<file path="config.mk">
export PLATFORM = sky130hd
export DESIGN_NAME = paced_dma_chan
export DESIGN_NICKNAME = d
export VERILOG_FILES = /design/src/rtl/pdma_pkg.sv /design/src/rtl/pdma_regs.sv /design/src/rtl/pdma_addr_gen.sv /design/src/rtl/pdma_pacer.sv /design/src/rtl/paced_dma_chan.sv
export SDC_FILE = /design/constraint.sdc
export NUM_CORES = 1
export LEC_CHECK = 0
export CORE_UTILIZATION = 60
export DETAILED_ROUTE_END_ITERATION = 6
export GPL_TIMING_DRIVEN = 0
export PLACE_DENSITY = 0.82
export SLEW_MARGIN = 20
export SYNTH_ARGS = -nofsm -noshare
export SYNTH_HDL_FRONTEND = slang
export SYNTH_HIERARCHICAL = 1
export SYNTH_SLANG_ARGS = --single-unit
export TNS_END_PERCENT = 50
</file>
<file path="constraint.sdc">
create_clock -name clk -period 4.5 [get_ports clk]
set_clock_uncertainty 0.2 [all_clocks]
set_input_delay 0.45 -clock clk [delete_from_list [all_inputs] [get_ports clk]]
set_output_delay 0.45 -clock clk [all_outputs]
set_load 0.01 [all_outputs]
</file>
<file path="src/rtl/pdma_pkg.sv">
package pdma_pkg;
    localparam int RADDR_W = 3;
    localparam int PRE_W   = 2;
    localparam int BSZ_W   = 4;
    localparam int TRG_W   = 4;
    localparam int TRIG_N  = 1 << TRG_W;

    localparam logic [RADDR_W-1:0] RO_CTRL = 3'd0;
    localparam logic [RADDR_W-1:0] RO_SRC  = 3'd1;
    localparam logic [RADDR_W-1:0] RO_DST  = 3'd2;
    localparam logic [RADDR_W-1:0] RO_TOT  = 3'd3;
    localparam logic [RADDR_W-1:0] RO_EVT  = 3'd4;
    localparam logic [RADDR_W-1:0] RO_PACE = 3'd5;
    localparam logic [RADDR_W-1:0] RO_FILL = 3'd6;

    localparam int CB_DMODE = 10;
    localparam int CB_DRLD  = 12;
    localparam int CB_SMODE = 13;
    localparam int CB_SRLD  = 15;
    localparam int CB_BSZ   = 16;
    localparam int CB_TRG   = 24;
    localparam int CB_IMM   = 28;
    localparam int CB_RPT   = 29;
    localparam int CB_IRQ   = 30;
    localparam int CB_EN    = 31;

    typedef enum logic [2:0] {
        ST_IDLE, ST_ARM, ST_REQ, ST_READ, ST_WRITE, ST_GAP, ST_DONE
    } chan_state_t;

    typedef enum logic [1:0] {
        AM_INC  = 2'd0,
        AM_DEC  = 2'd1,
        AM_HOLD = 2'd2,
        AM_NONE = 2'd3
    } addr_mode_t;
endpackage

</file>
<file path="src/rtl/pdma_regs.sv">
module pdma_regs
    import pdma_pkg::*;
#(
    parameter int ADDR_W = 32,
    parameter int TOT_W  = 28,
    parameter int EV_W   = 24,
    parameter int IVL_W  = 16
) (
    input  logic               clk,
    input  logic               rst_n,
    input  logic               reg_we,
    input  logic [RADDR_W-1:0] reg_addr,
    input  logic [31:0]        reg_wdata,
    input  logic               busy,
    output logic [31:0]        reg_rdata,
    output logic [ADDR_W-1:0]  src_prog,
    output logic [ADDR_W-1:0]  dst_prog,
    output logic               src_wr,
    output logic               dst_wr,
    output logic [TOT_W-1:0]   tot_cfg,
    output logic [EV_W-1:0]    ev_cfg,
    output logic [IVL_W-1:0]   ivl_cfg,
    output logic [PRE_W-1:0]   pre_cfg,
    output logic [31:0]        fill_cfg,
    output logic [30:0]        ctrl_cfg
);
    logic hit_ctrl, hit_pace;

    assign src_wr   = reg_we && (reg_addr == RO_SRC);
    assign dst_wr   = reg_we && (reg_addr == RO_DST);
    assign hit_ctrl = reg_we && (reg_addr == RO_CTRL);
    assign hit_pace = reg_we && (reg_addr == RO_PACE);

    always_ff @(posedge clk or negedge rst_n) begin
        if (!rst_n) begin
            src_prog <= '0;
            dst_prog <= '0;
            tot_cfg  <= '0;
            ev_cfg   <= '0;
            ivl_cfg  <= '0;
            pre_cfg  <= '0;
            fill_cfg <= '0;
            ctrl_cfg <= '0;
        end else begin
            if (src_wr) src_prog <= reg_wdata[ADDR_W-1:0];
            if (dst_wr) dst_prog <= reg_wdata[ADDR_W-1:0];
            if (reg_we && reg_addr == RO_TOT) tot_cfg <= reg_wdata[TOT_W-1:0];
            if (reg_we && reg_addr == RO_EVT) ev_cfg  <= reg_wdata[EV_W-1:0];
            if (hit_pace) begin
                ivl_cfg <= reg_wdata[IVL_W-1:0];
                pre_cfg <= reg_wdata[16 +: PRE_W];
            end
            if (reg_we && reg_addr == RO_FILL) fill_cfg <= reg_wdata;
            // mode fields freeze while a transfer is running
            if (hit_ctrl && !busy) ctrl_cfg <= reg_wdata[30:0];
        end
    end

    always_comb begin
        unique case (reg_addr)
            RO_CTRL: reg_rdata = {busy, ctrl_cfg};
            RO_SRC:  reg_rdata = 32'(src_prog);
            RO_DST:  reg_rdata = 32'(dst_prog);
            RO_TOT:  reg_rdata = 32'(tot_cfg);
            RO_EVT:  reg_rdata = 32'(ev_cfg);
            RO_PACE: reg_rdata = 32'({pre_cfg, ivl_cfg});
            RO_FILL: reg_rdata = fill_cfg;
            default: reg_rdata = '0;
        endcase
    end
endmodule

</file>
<file path="src/rtl/pdma_addr_gen.sv">
module pdma_addr_gen
    import pdma_pkg::*;
#(
    parameter int ADDR_W = 32
) (
    input  logic              clk,
    input  logic              rst_n,
    input  logic              load,
    input  logic [ADDR_W-1:0] load_val,
    input  logic              reload,
    input  logic [ADDR_W-1:0] reload_val,
    input  logic              step,
    input  logic [1:0]        mode,
    output logic [ADDR_W-1:0] addr
);
    localparam logic [ADDR_W-1:0] WORD_BYTES = ADDR_W'(4);

    always_ff @(posedge clk or negedge rst_n) begin
        if (!rst_n) begin
            addr <= '0;
        end else if (load) begin
            addr <= load_val;
        end else if (reload) begin
            addr <= reload_val;
        end else if (step) begin
            unique case (addr_mode_t'(mode))
                AM_INC:  addr <= addr + WORD_BYTES;
                AM_DEC:  addr <= addr - WORD_BYTES;
                default: addr <= addr;
            endcase
        end
    end
endmodule

</file>
<file path="src/rtl/pdma_pacer.sv">
module pdma_pacer
    import pdma_pkg::*;
#(
    parameter int IVL_W = 16
) (
    input  logic             clk,
    input  logic             rst_n,
    input  logic             start,
    input  logic [IVL_W-1:0] ivl,
    input  logic [PRE_W-1:0] pre,
    output logic             expired
);
    localparam int PS_W = 2 * ((1 << PRE_W) - 1);

    logic [IVL_W-1:0] ivl_q;
    logic [PS_W-1:0]  ps_q;
    logic [PS_W-1:0]  ps_top;

    // divider of 4^pre, so the last prescale count is 4^pre - 1
    assign ps_top  = (PS_W'(1) << {pre, 1'b0}) - PS_W'(1);
    assign expired = (ivl_q == '0);

    always_ff @(posedge clk or negedge rst_n) begin
        if (!rst_n) begin
            ivl_q <= '0;
            ps_q  <= '0;
        end else if (start) begin
            ivl_q <= ivl;
            ps_q  <= '0;
        end else if (ivl_q != '0) begin
            if (ps_q == ps_top) begin
                ps_q  <= '0;
                ivl_q <= ivl_q - IVL_W'(1);
            end else begin
                ps_q <= ps_q + PS_W'(1);
            end
        end
    end
endmodule

</file>
<file path="src/rtl/paced_dma_chan.sv">
module paced_dma_chan
    import pdma_pkg::*;
#(
    parameter int ADDR_W = 32,
    parameter int TOT_W  = 28,
    parameter int EV_W   = 24,
    parameter int IVL_W  = 16
) (
    input  logic               clk,
    input  logic               rst_n,
    input  logic               reg_we,
    input  logic [2:0]         reg_addr,
    input  logic [31:0]        reg_wdata,
    output logic [31:0]        reg_rdata,
    input  logic [15:0]        trig_evt,
    output logic               bus_req,
    input  logic               bus_gnt,
    output logic               mem_rd,
    output logic               mem_wr,
    output logic [ADDR_W-1:0]  mem_addr,
    output logic [31:0]        mem_wdata,
    input  logic [31:0]        mem_rdata,
    output logic               irq
);
    localparam int BLK_W = 1 << BSZ_W;

    chan_state_t state_q, state_d;

    logic [ADDR_W-1:0] src_prog, dst_prog, src_addr, dst_addr;
    logic              src_wr, dst_wr;
    logic [TOT_W-1:0]  tot_cfg, tot_left_q;
    logic [EV_W-1:0]   ev_cfg, ev_left_q;
    logic [IVL_W-1:0]  ivl_cfg;
    logic [PRE_W-1:0]  pre_cfg;
    logic [31:0]       fill_cfg;
    logic [30:0]       ctrl_cfg;
    logic [BLK_W-1:0]  blk_left_q;
    logic              busy;
    logic              gap_expired;

    logic [1:0]       dmode, smode;
    logic             drld, srld, imm, rpt, irq_en, counted, fill_mode;
    logic [BSZ_W-1:0] bsz;
    logic [TRG_W-1:0] trg;
    logic             unused_ctrl_bits;

    assign dmode     = ctrl_cfg[CB_DMODE +: 2];
    assign drld      = ctrl_cfg[CB_DRLD];
    assign smode     = ctrl_cfg[CB_SMODE +: 2];
    assign srld      = ctrl_cfg[CB_SRLD];
    assign bsz       = ctrl_cfg[CB_BSZ +: BSZ_W];
    assign trg       = ctrl_cfg[CB_TRG +: TRG_W];
    assign imm       = ctrl_cfg[CB_IMM];
    assign rpt       = ctrl_cfg[CB_RPT];
    assign irq_en    = ctrl_cfg[CB_IRQ];
    assign counted   = !imm && !rpt;
    assign fill_mode = (addr_mode_t'(smode) == AM_NONE);
    assign unused_ctrl_bits = ^{ctrl_cfg[9:0], ctrl_cfg[23:20]};

    assign busy = (state_q != ST_IDLE);

    // control-port events seen by the state machine
    logic ctrl_hit, start_wr, abort_wr, trig_hit;
    assign ctrl_hit = reg_we && (reg_addr == RO_CTRL);
    assign start_wr = ctrl_hit && reg_wdata[CB_EN] && (state_q == ST_IDLE);
    assign abort_wr = ctrl_hit && !reg_wdata[CB_EN] && busy;
    assign trig_hit = trig_evt[trg];

    // end-of-word conditions evaluated in ST_WRITE
    logic ev_last, tot_last, blk_last, evt_end;
    assign ev_last  = (ev_left_q == EV_W'(1));
    assign tot_last = counted && (tot_left_q == TOT_W'(1));
    assign blk_last = (blk_left_q == BLK_W'(1));
    assign evt_end  = ev_last || tot_last;

    logic evt_begin;
    assign evt_begin = (state_q == ST_ARM) && trig_hit && !abort_wr;

    pdma_regs #(
        .ADDR_W(ADDR_W), .TOT_W(TOT_W), .EV_W(EV_W), .IVL_W(IVL_W)
    ) regs_i (
        .clk(clk), .rst_n(rst_n), .reg_we(reg_we), .reg_addr(reg_addr),
        .reg_wdata(reg_wdata), .busy(busy), .reg_rdata(reg_rdata),
        .src_prog(src_prog), .dst_prog(dst_prog), .src_wr(src_wr), .dst_wr(dst_wr),
        .tot_cfg(tot_cfg), .ev_cfg(ev_cfg), .ivl_cfg(ivl_cfg), .pre_cfg(pre_cfg),
        .fill_cfg(fill_cfg), .ctrl_cfg(ctrl_cfg)
    );

    pdma_addr_gen #(.ADDR_W(ADDR_W)) src_gen_i (
        .clk(clk), .rst_n(rst_n),
        .load(src_wr), .load_val(src_prog_next(reg_wdata)),
        .reload(evt_begin && srld), .reload_val(src_prog),
        .step(state_q == ST_READ), .mode(smode), .addr(src_addr)
    );

    pdma_addr_gen #(.ADDR_W(ADDR_W)) dst_gen_i (
        .clk(clk), .rst_n(rst_n),
        .load(dst_wr), .load_val(src_prog_next(reg_wdata)),
        .reload(evt_begin && drld), .reload_val(dst_prog),
        .step(state_q == ST_WRITE), .mode(dmode), .addr(dst_addr)
    );

    pdma_pacer #(.IVL_W(IVL_W)) pacer_i (
        .clk(clk), .rst_n(rst_n),
        .start((state_q == ST_WRITE) && !evt_end && blk_last),
        .ivl(ivl_cfg), .pre(pre_cfg), .expired(gap_expired)
    );

    function automatic logic [ADDR_W-1:0] src_prog_next(input logic [31:0] w);
        return w[ADDR_W-1:0];
    endfunction

    // next-state decision
    always_comb begin
        state_d = state_q;
        if (abort_wr) begin
            state_d = ST_IDLE;
        end else begin
            unique case (state_q)
                ST_IDLE:  if (start_wr) state_d = reg_wdata[CB_IMM] ? ST_REQ : ST_ARM;
                ST_ARM:   if (trig_hit) state_d = ST_REQ;
                ST_REQ:   if (bus_gnt) state_d = fill_mode ? ST_WRITE : ST_READ;
                ST_READ:  state_d = ST_WRITE;
                ST_WRITE: begin
                    if (evt_end) begin
                        if (imm || tot_last) state_d = ST_DONE;
                        else                 state_d = ST_ARM;
                    end else if (blk_last) begin
                        state_d = ST_GAP;
                    end else begin
                        state_d = fill_mode ? ST_WRITE : ST_READ;
                    end
                end
                ST_GAP:   if (gap_expired) state_d = ST_REQ;
                ST_DONE:  state_d = ST_IDLE;
                default:  state_d = ST_IDLE;
            endcase
        end
    end

    // state register and word counters
    always_ff @(posedge clk or negedge rst_n) begin
        if (!rst_n) begin
            state_q    <= ST_IDLE;
            ev_left_q  <= '0;
            tot_left_q <= '0;
            blk_left_q <= '0;
        end else begin
            state_q <= state_d;
            if (start_wr) begin
                tot_left_q <= tot_cfg;
                ev_left_q  <= ev_cfg;
            end
            if (evt_begin) ev_left_q <= ev_cfg;
            if (state_q == ST_REQ) blk_left_q <= BLK_W'(1) << bsz;
            if (state_q == ST_WRITE) begin
                ev_left_q  <= ev_left_q - EV_W'(1);
                blk_left_q <= blk_left_q - BLK_W'(1);
                if (counted) tot_left_q <= tot_left_q - TOT_W'(1);
            end
        end
    end

    // outputs
    always_comb begin
        bus_req   = 1'b0;
        mem_rd    = 1'b0;
        mem_wr    = 1'b0;
        mem_addr  = dst_addr;
        mem_wdata = fill_mode ? fill_cfg : mem_rdata;
        irq       = 1'b0;
        unique case (state_q)
            ST_REQ:   bus_req = 1'b1;
            ST_READ:  begin bus_req = 1'b1; mem_rd = 1'b1; mem_addr = src_addr; end
            ST_WRITE: begin bus_req = 1'b1; mem_wr = 1'b1; end
            ST_DONE:  irq = irq_en;
            default:  ;
        endcase
    end
endmodule

</file>
==> impl_metrics.env, run 1 <==
export IMPL_outcome="complete, but fails checks"
export IMPL_violations="DRC"
export IMPL_viasPerCell=7.21
export IMPL_syn_cell_area_um2=23300
export IMPL_drtIter0Drc=2809
export IMPL_nFillCells=2799
export IMPL_yosysUniqueCellTypes=96
export IMPL_top_level_ports=187
export IMPL_finalCritPeriodShare_pct=98.6
export IMPL_arrival_ns=4.72
export IMPL_antenna_found_initial=5
export IMPL_yosys_warnings=6
export IMPL_final_cell_mix="dfrtp_1 (352), nand2_1 (308), mux2_2 (210)"
export IMPL_preCtsSetupSlack_ns=-0.249
export IMPL_design_area_um2=27200
export IMPL_p_per_area_nw_per_um2=654
export IMPL_synth_seq_cells=354
export IMPL_first_global_vias=22500
export IMPL_die_area_um2=39600
export IMPL_placed_area_um2=25900
export IMPL_cts_buffers=39
export IMPL_drv_cap=0
export IMPL_worst_pin_slew_ns=1.11
export IMPL_synth_edf_count=0
export IMPL_root_buffer="clkbuf_16"
export IMPL_dr_pass1_iters=7
export IMPL_p_int_mw=9.68
export IMPL_end_kind="flop"
export IMPL_cts_sinks=354
export IMPL_setup_viol=0
export IMPL_initial_core_util_pct=61.4
export IMPL_track_usage_pct=48.4
export IMPL_instances_no_fill=3271
export IMPL_core_um2=37900
export IMPL_min_path_type="in2async"
export IMPL_multiInputGateArea_um2=13400
export IMPL_gp_congestion=1.09
export IMPL_wl_um=96200
export IMPL_p_seq_share_pct=33.1
export IMPL_clk_pin_slew_ns=0.06
export IMPL_async_flop_share_pct=100
export IMPL_port_buffers=186
export IMPL_grt_first_pass_wirelength_um=141000
export IMPL_drv_slew=0
export IMPL_drc_errors=3
export IMPL_p_total_mw=17.8
export IMPL_layout_area_seq_um2=8860
export IMPL_max_freq_mhz=225
export IMPL_final_common_cell="dfrtp_1"
export IMPL_hold_viol=0
export IMPL_switching_share_pct=45.6
export IMPL_die_height_um=199
export IMPL_finalCoreUtilization_pct=71.7
export IMPL_fin_nets=2828
export IMPL_p_leak_nw=11.0
export IMPL_syn_area_per_cell_um2=9.32
export IMPL_fin_tns_setup_ns=0
export IMPL_timing_hold_ws_ns=0.197
export IMPL_wl_per_cell_um=29.4
export IMPL_gr_total_overflow=0
export IMPL_dr_max_layer_used="met5"
export IMPL_pwr_share_clk_pct=18.4
export IMPL_area_growth_pct=16.9
export IMPL_ys_seq_area_share_pct=38.0
export IMPL_rsz0062_at_grt="false"
export IMPL_dr_total_vias=23600
export IMPL_die_w_um=199
export IMPL_path_class="reg2reg"
export IMPL_grt_max_degree=98
export IMPL_crit_required_ns=4.78
export IMPL_drtAntennaViolNets=0
export IMPL_path_max_fanout=13
export IMPL_met3_length_um=12800
export IMPL_syn_num_nets=2597
export IMPL_setup_ws_ns=0.0612
export IMPL_post_dp_hpwl_um=70100
export IMPL_routed_wl_met2_um=41500
export IMPL_synthCells=2500
export IMPL_h_tree_depth=2
export IMPL_insertion_delay_ns=0.58
export IMPL_cts_tree="yes"
export IMPL_synth_top_flop_cell="dfrtp_1"
export IMPL_fin_crit_ns=4.44
export IMPL_core_rowCount=71
export IMPL_cts_buffer_depth=3
export IMPL_cp_start_kind="flop"
export IMPL_wl_met1_um=33800
export IMPL_dp_cells=3201
export IMPL_drive_above_1_share_pct=16.3
export IMPL_p_sw_mw=8.13
export IMPL_slew_headroom_pct=25.0
export IMPL_peakVddDrop_mv=0.308
export IMPL_combPwrFrac_pct=48.6
## layout make-up
type,instances,share of cell area (%)
Timing Repair Buffer,191,7.30
Buffer,199,3.56
Clock buffer,54,4.24
Antenna cell,1,0.00920
Tap cell,511,2.35
Inverter,27,0.372
Multi-Input combinational cell,1919,49.1
Sequential cell,354,32.6
Clock inverter,15,0.483
## power by group through the flow
stage | registers, mW | logic [mW] | clock network (mW)
2_1_floorplan | 5.10 | 5.59 | 0
3_3_place_gp | 5.72 | 8.05 | 0
5_1_grt | 5.96 | 9.11 | 3.39
3_5_place_dp | 5.77 | 8.26 | 0
4_1_cts | 5.75 | 8.33 | 3.26
6_report | 5.89 | 8.65 | 3.27
## synthesized netlist by cell type (12+ instances only)
library cell / count / share of area, %
a211oi_1: 14 / 0.45
a21oi_1: 131 / 2.8
a221oi_1: 21 / 0.79
a22oi_1: 42 / 1.4
a31oi_1: 36 / 0.97
and2_1: 17 / 0.46
and3_1: 30 / 0.81
buf_1: 15 / 0.24
buf_2: 44 / 0.95
buf_4: 13 / 0.42
clkbuf_1: 116 / 1.9
dfrtp_1: 354 / 38
inv_1: 25 / 0.40
mux2_2: 210 / 10
mux2_4: 49 / 3.2
mux2i_1: 77 / 3.3
nand2_1: 308 / 5.0
nand2b_1: 16 / 0.43
nand3_1: 70 / 1.5
nand4_1: 34 / 0.91
nor2_1: 170 / 2.7
nor3_1: 62 / 1.3
nor4_1: 36 / 0.97
nor4b_1: 12 / 0.45
o211ai_1: 14 / 0.45
o21ai_0: 60 / 1.3
o21ai_1: 41 / 0.88
o221ai_1: 40 / 1.5
o22ai_1: 27 / 0.73
o31ai_1: 17 / 0.55
or2_2: 12 / 0.32
or3_1: 28 / 0.75
or4_1: 21 / 0.68
xnor2_1: 62 / 2.3
xor2_1: 18 / 0.68
## path summary, 6_finish.rpt
path / startpoint / endpoint / slack (ns) / cells past startpoint
min in group clk: tot_left_q[15] / tot_left_q[15] / 0.30 / 1
hold reg to reg: tot_left_q[15] / tot_left_q[15] / 0.30 / 1
hold / removal: rst_n / pacer_i/ps_q[3] / 0.20 / 2
max in group asynchronous: rst_n / regs_i/ctrl_cfg[14] / 2.66 / 4
setup / recovery: regs_i/ctrl_cfg[13] / src_gen_i/addr[28] / 0.06 / 13
setup reg to reg: regs_i/ctrl_cfg[13] / src_gen_i/addr[28] / 0.06 / 13
## what timing repair did
item / CTS / global route
hold buffers: 1 / 0
endpoints found under the hold margin: 49 / 0
setup endpoints to repair: 20 / 12
buffers inserted: 0 / 0
resized for setup: 4 / 4
## worst max-delay path, cell delays in order (launching register included)
cell and delay (ns):
dfrtp_1 0.62, nand2b_2 0.41, buf_2 0.35, buf_2 0.31, buf_2 0.36, xnor2_1 0.16
ha_1 0.34, and3_1 0.25, nand3_1 0.17, nor3_1 0.35, nand2_1 0.20, a2bb2oi_1 0.21
xor2_1 0.17, o221ai_1 0.23
## cell families after synthesis
| family | share of synthesized area (%) |
|---|---|
| xor gates and xnor gates | 3.01 |
| AOI/OAI and AO/OA | 16.8 |
| DFF | 38.0 |
| adders and majority gates | 0.537 |
| muxes | 17.2 |
| buffers and inverters | 4.57 |
| and+or+nand+nor | 19.9 |
## state kept, by name, summed over array words and instances (netlist names)
register,count
regs_i/ctrl_cfg,31
tot_left_q,28
regs_i/fill_cfg,32
src_gen_i/addr,32
regs_i/src_prog,32
regs_i/dst_prog,32
regs_i/ivl_cfg,16
pacer_i/ivl_q,16
ev_left_q,24
regs_i/pre_cfg,2
blk_left_q,16
pacer_i/ps_q,6
regs_i/tot_cfg,28
regs_i/ev_cfg,24
dst_gen_i/addr,32
state_q,3
## per-layer routing
| layer | vias up | track usage, % |
|---|---|---|
| met5 | - | 0 |
| met1 | 11300 | 59.4 |
| li1 | 9807 | - |
| met2 | 1936 | 72.5 |
| met3 | 482 | 14.3 |
| met4 | 8 | 35.4 |
Power figures use the tool's default switching activity.
==> run 2: changes to the inputs <==
--- a/config.mk
+++ b/config.mk
@@ -9,6 +9,7 @@
 export DETAILED_ROUTE_END_ITERATION = 6
 export GPL_TIMING_DRIVEN = 0
 export PLACE_DENSITY = 0.82
+export SKIP_CTS_REPAIR_TIMING = 1
 export SLEW_MARGIN = 20
 export SYNTH_ARGS = -nofsm -noshare
 export SYNTH_HDL_FRONTEND = slang
==> run 2 against run 1 <==
Against the previous run: the flow still finishes with violations (DRC); flip-flop and latch count stayed put; critical path depth unchanged; utilization about the same; worst hold slack improved by 0.041 ns; cell area barely moved; non-clock buffer count is 1 lower; first-iteration DRC count is 1.7% higher; setup slack got worse by 0.018 ns; die area unchanged; combinational power barely moved; largest cell class unchanged; highest routed layer unchanged.
==> impl_metrics.env, run 2 (synthesis gave the netlist of run 1 again) <==
export IMPL_track_usage_pct=48.4
export IMPL_drtAntennaViolNets=0
export IMPL_drtIter0Drc=2858
export IMPL_fin_tns_setup_ns=0
export IMPL_startpoint="regs_i/ctrl_cfg[13]"
export IMPL_grt_max_degree=98
export IMPL_die_area_um2=39600
export IMPL_slew_headroom_pct=24.6
export IMPL_top_level_ports=187
export IMPL_cts_buffer_depth=3
export IMPL_cp_start_kind="flop"
export IMPL_wl_um=96100
export IMPL_die_height_um=199
export IMPL_insertion_delay_ns=0.58
export IMPL_post_dp_hpwl_um=70100
export IMPL_hold_viol=0
export IMPL_root_buffer="clkbuf_16"
export IMPL_initial_core_util_pct=61.4
export IMPL_grtUsageMet3_pct=14.6
export IMPL_placed_area_um2=25900
export IMPL_gr_usage_met2_pct=72.1
export IMPL_die_w_um=199
export IMPL_antenna_found_initial=5
export IMPL_final_cell_mix="dfrtp_1 (352), nand2_1 (308), mux2_2 (210)"
export IMPL_dr_pass1_iters=7
export IMPL_regToRegStartpoint="regs_i/ctrl_cfg[13]"
export IMPL_path_class="reg2reg"
export IMPL_gr_total_overflow=0
export IMPL_finalCritPeriodShare_pct=99.0
export IMPL_cts_tree="yes"
export IMPL_clk_pin_slew_ns=0.06
export IMPL_drv_cap=0
export IMPL_p_per_area_nw_per_um2=654
export IMPL_path_max_fanout=13
export IMPL_h_tree_depth=2
export IMPL_cts_sinks=354
export IMPL_end_kind="flop"
export IMPL_min_path_type="in2async"
export IMPL_wl_per_cell_um=29.4
export IMPL_fin_crit_ns=4.46
export IMPL_port_buffers=186
export IMPL_max_freq_mhz=224
export IMPL_r2r_setup_slack_ns=0.04
export IMPL_drive_above_1_share_pct=16.3
export IMPL_core_um2=37900
export IMPL_busiest_layer="met2"
export IMPL_drc_errors=1
export IMPL_grt_first_pass_wirelength_um=141000
export IMPL_nFillCells=2801
export IMPL_arrival_ns=4.74
export IMPL_instances_no_fill=3271
export IMPL_worst_pin_slew_ns=1.12
export IMPL_rsz0062_at_grt="false"
export IMPL_r2r_end="src_gen_i/addr[28]"
export IMPL_peakVddDrop_mv=0.308
export IMPL_final_common_cell="dfrtp_1"
export IMPL_crit_required_ns=4.78
export IMPL_fin_nets=2827
export IMPL_dp_cells=3201
export IMPL_outcome="complete, but fails checks"
export IMPL_drv_slew=0
export IMPL_cts_buffers=39
export IMPL_core_rowCount=71
export IMPL_ff2ff_path_depth=13
export IMPL_gp_congestion=1.09
export IMPL_dr_total_vias=23500
export IMPL_viasPerCell=7.20
export IMPL_violations="DRC"
export IMPL_crit_path_end="src_gen_i/addr[28]"
export IMPL_first_global_vias=22600
export IMPL_design_area_um2=27200
export IMPL_grtUsageMet1_pct=59.3
export IMPL_p_leak_nw=11.0
export IMPL_setup_viol=0
export IMPL_area_growth_pct=16.8
-- run 2: cell count changes in the layout (fill, tap and decap cells not counted) --
cell | before | now
clkdlybuf4s15_2 | 1 | 0
diode_2 | 1 | 2
-- run 2: worst min-delay path by stage --
stage | start | end | depth (start not counted)
5_1_grt | rst_n | pacer_i/ps_q[3] | 2
2_1_floorplan | rst_n | blk_left_q[0] | 0
6_report | rst_n | pacer_i/ps_q[3] | 2
4_1_cts | rst_n | pacer_i/ps_q[3] | 1
3_5_place_dp | rst_n | pacer_i/ps_q[3] | 1
3_3_place_gp | regs_i/ctrl_cfg[5] | regs_i/ctrl_cfg[5] | 1
-- run 2: worst max-delay path, cell delays in order, from the launching register on --
cell	delay, ns
dfrtp_1	0.62
nand2b_2	0.42
buf_2	0.35
buf_2	0.31
buf_2	0.37
xnor2_1	0.16
ha_1	0.33
and3_1	0.26
nand3_1	0.18
nor3_1	0.36
nand2_1	0.19
a2bb2oi_1	0.21
xor2_1	0.17
o221ai_1	0.22
-- run 2: metal layers --
metal	up-vias	wire length, um
li1	9795	-
met4	6	8270
met1	11400	34500
met5	-	76
met3	509	11900
met2	1844	41300
-- run 2: where the power goes --
group	internal (mW)	leakage [nW]	switching [mW]	total [mW]
Clock	1.86	0.636	1.40	3.26
Combinational	3.52	6.06	5.12	8.64
Sequential	4.31	4.29	1.58	5.89
Total	9.68	11.0	8.11	17.8
-- run 2: area by class of cell --
class / instances / area [um2] / area share, %
Sequential cell: 354 / 8860 / 32.6
Buffer: 198 / 957 / 3.52
Clock inverter: 15 / 131 / 0.483
Inverter: 27 / 101 / 0.373
Clock buffer: 54 / 1150 / 4.24
Antenna cell: 2 / 5.00 / 0.0184
Timing Repair Buffer: 191 / 1990 / 7.30
Tap cell: 511 / 639 / 2.35
Multi-Input combinational cell: 1919 / 13400 / 49.1
-- run 2: through the flow --
step	utilization, %	power, mW	hold WS, ns	worst slack [ns]
floorplan	-	10.7	-0.0456	1.05
global placement	68.0	13.8	0.266	-12.46
detailed placement	68.3	14.0	0.197	-0.249
CTS	71.7	17.3	-0.398	-0.255
global route	71.7	18.5	0.268	0.0356
finish	71.7	17.8	0.238	0.0436
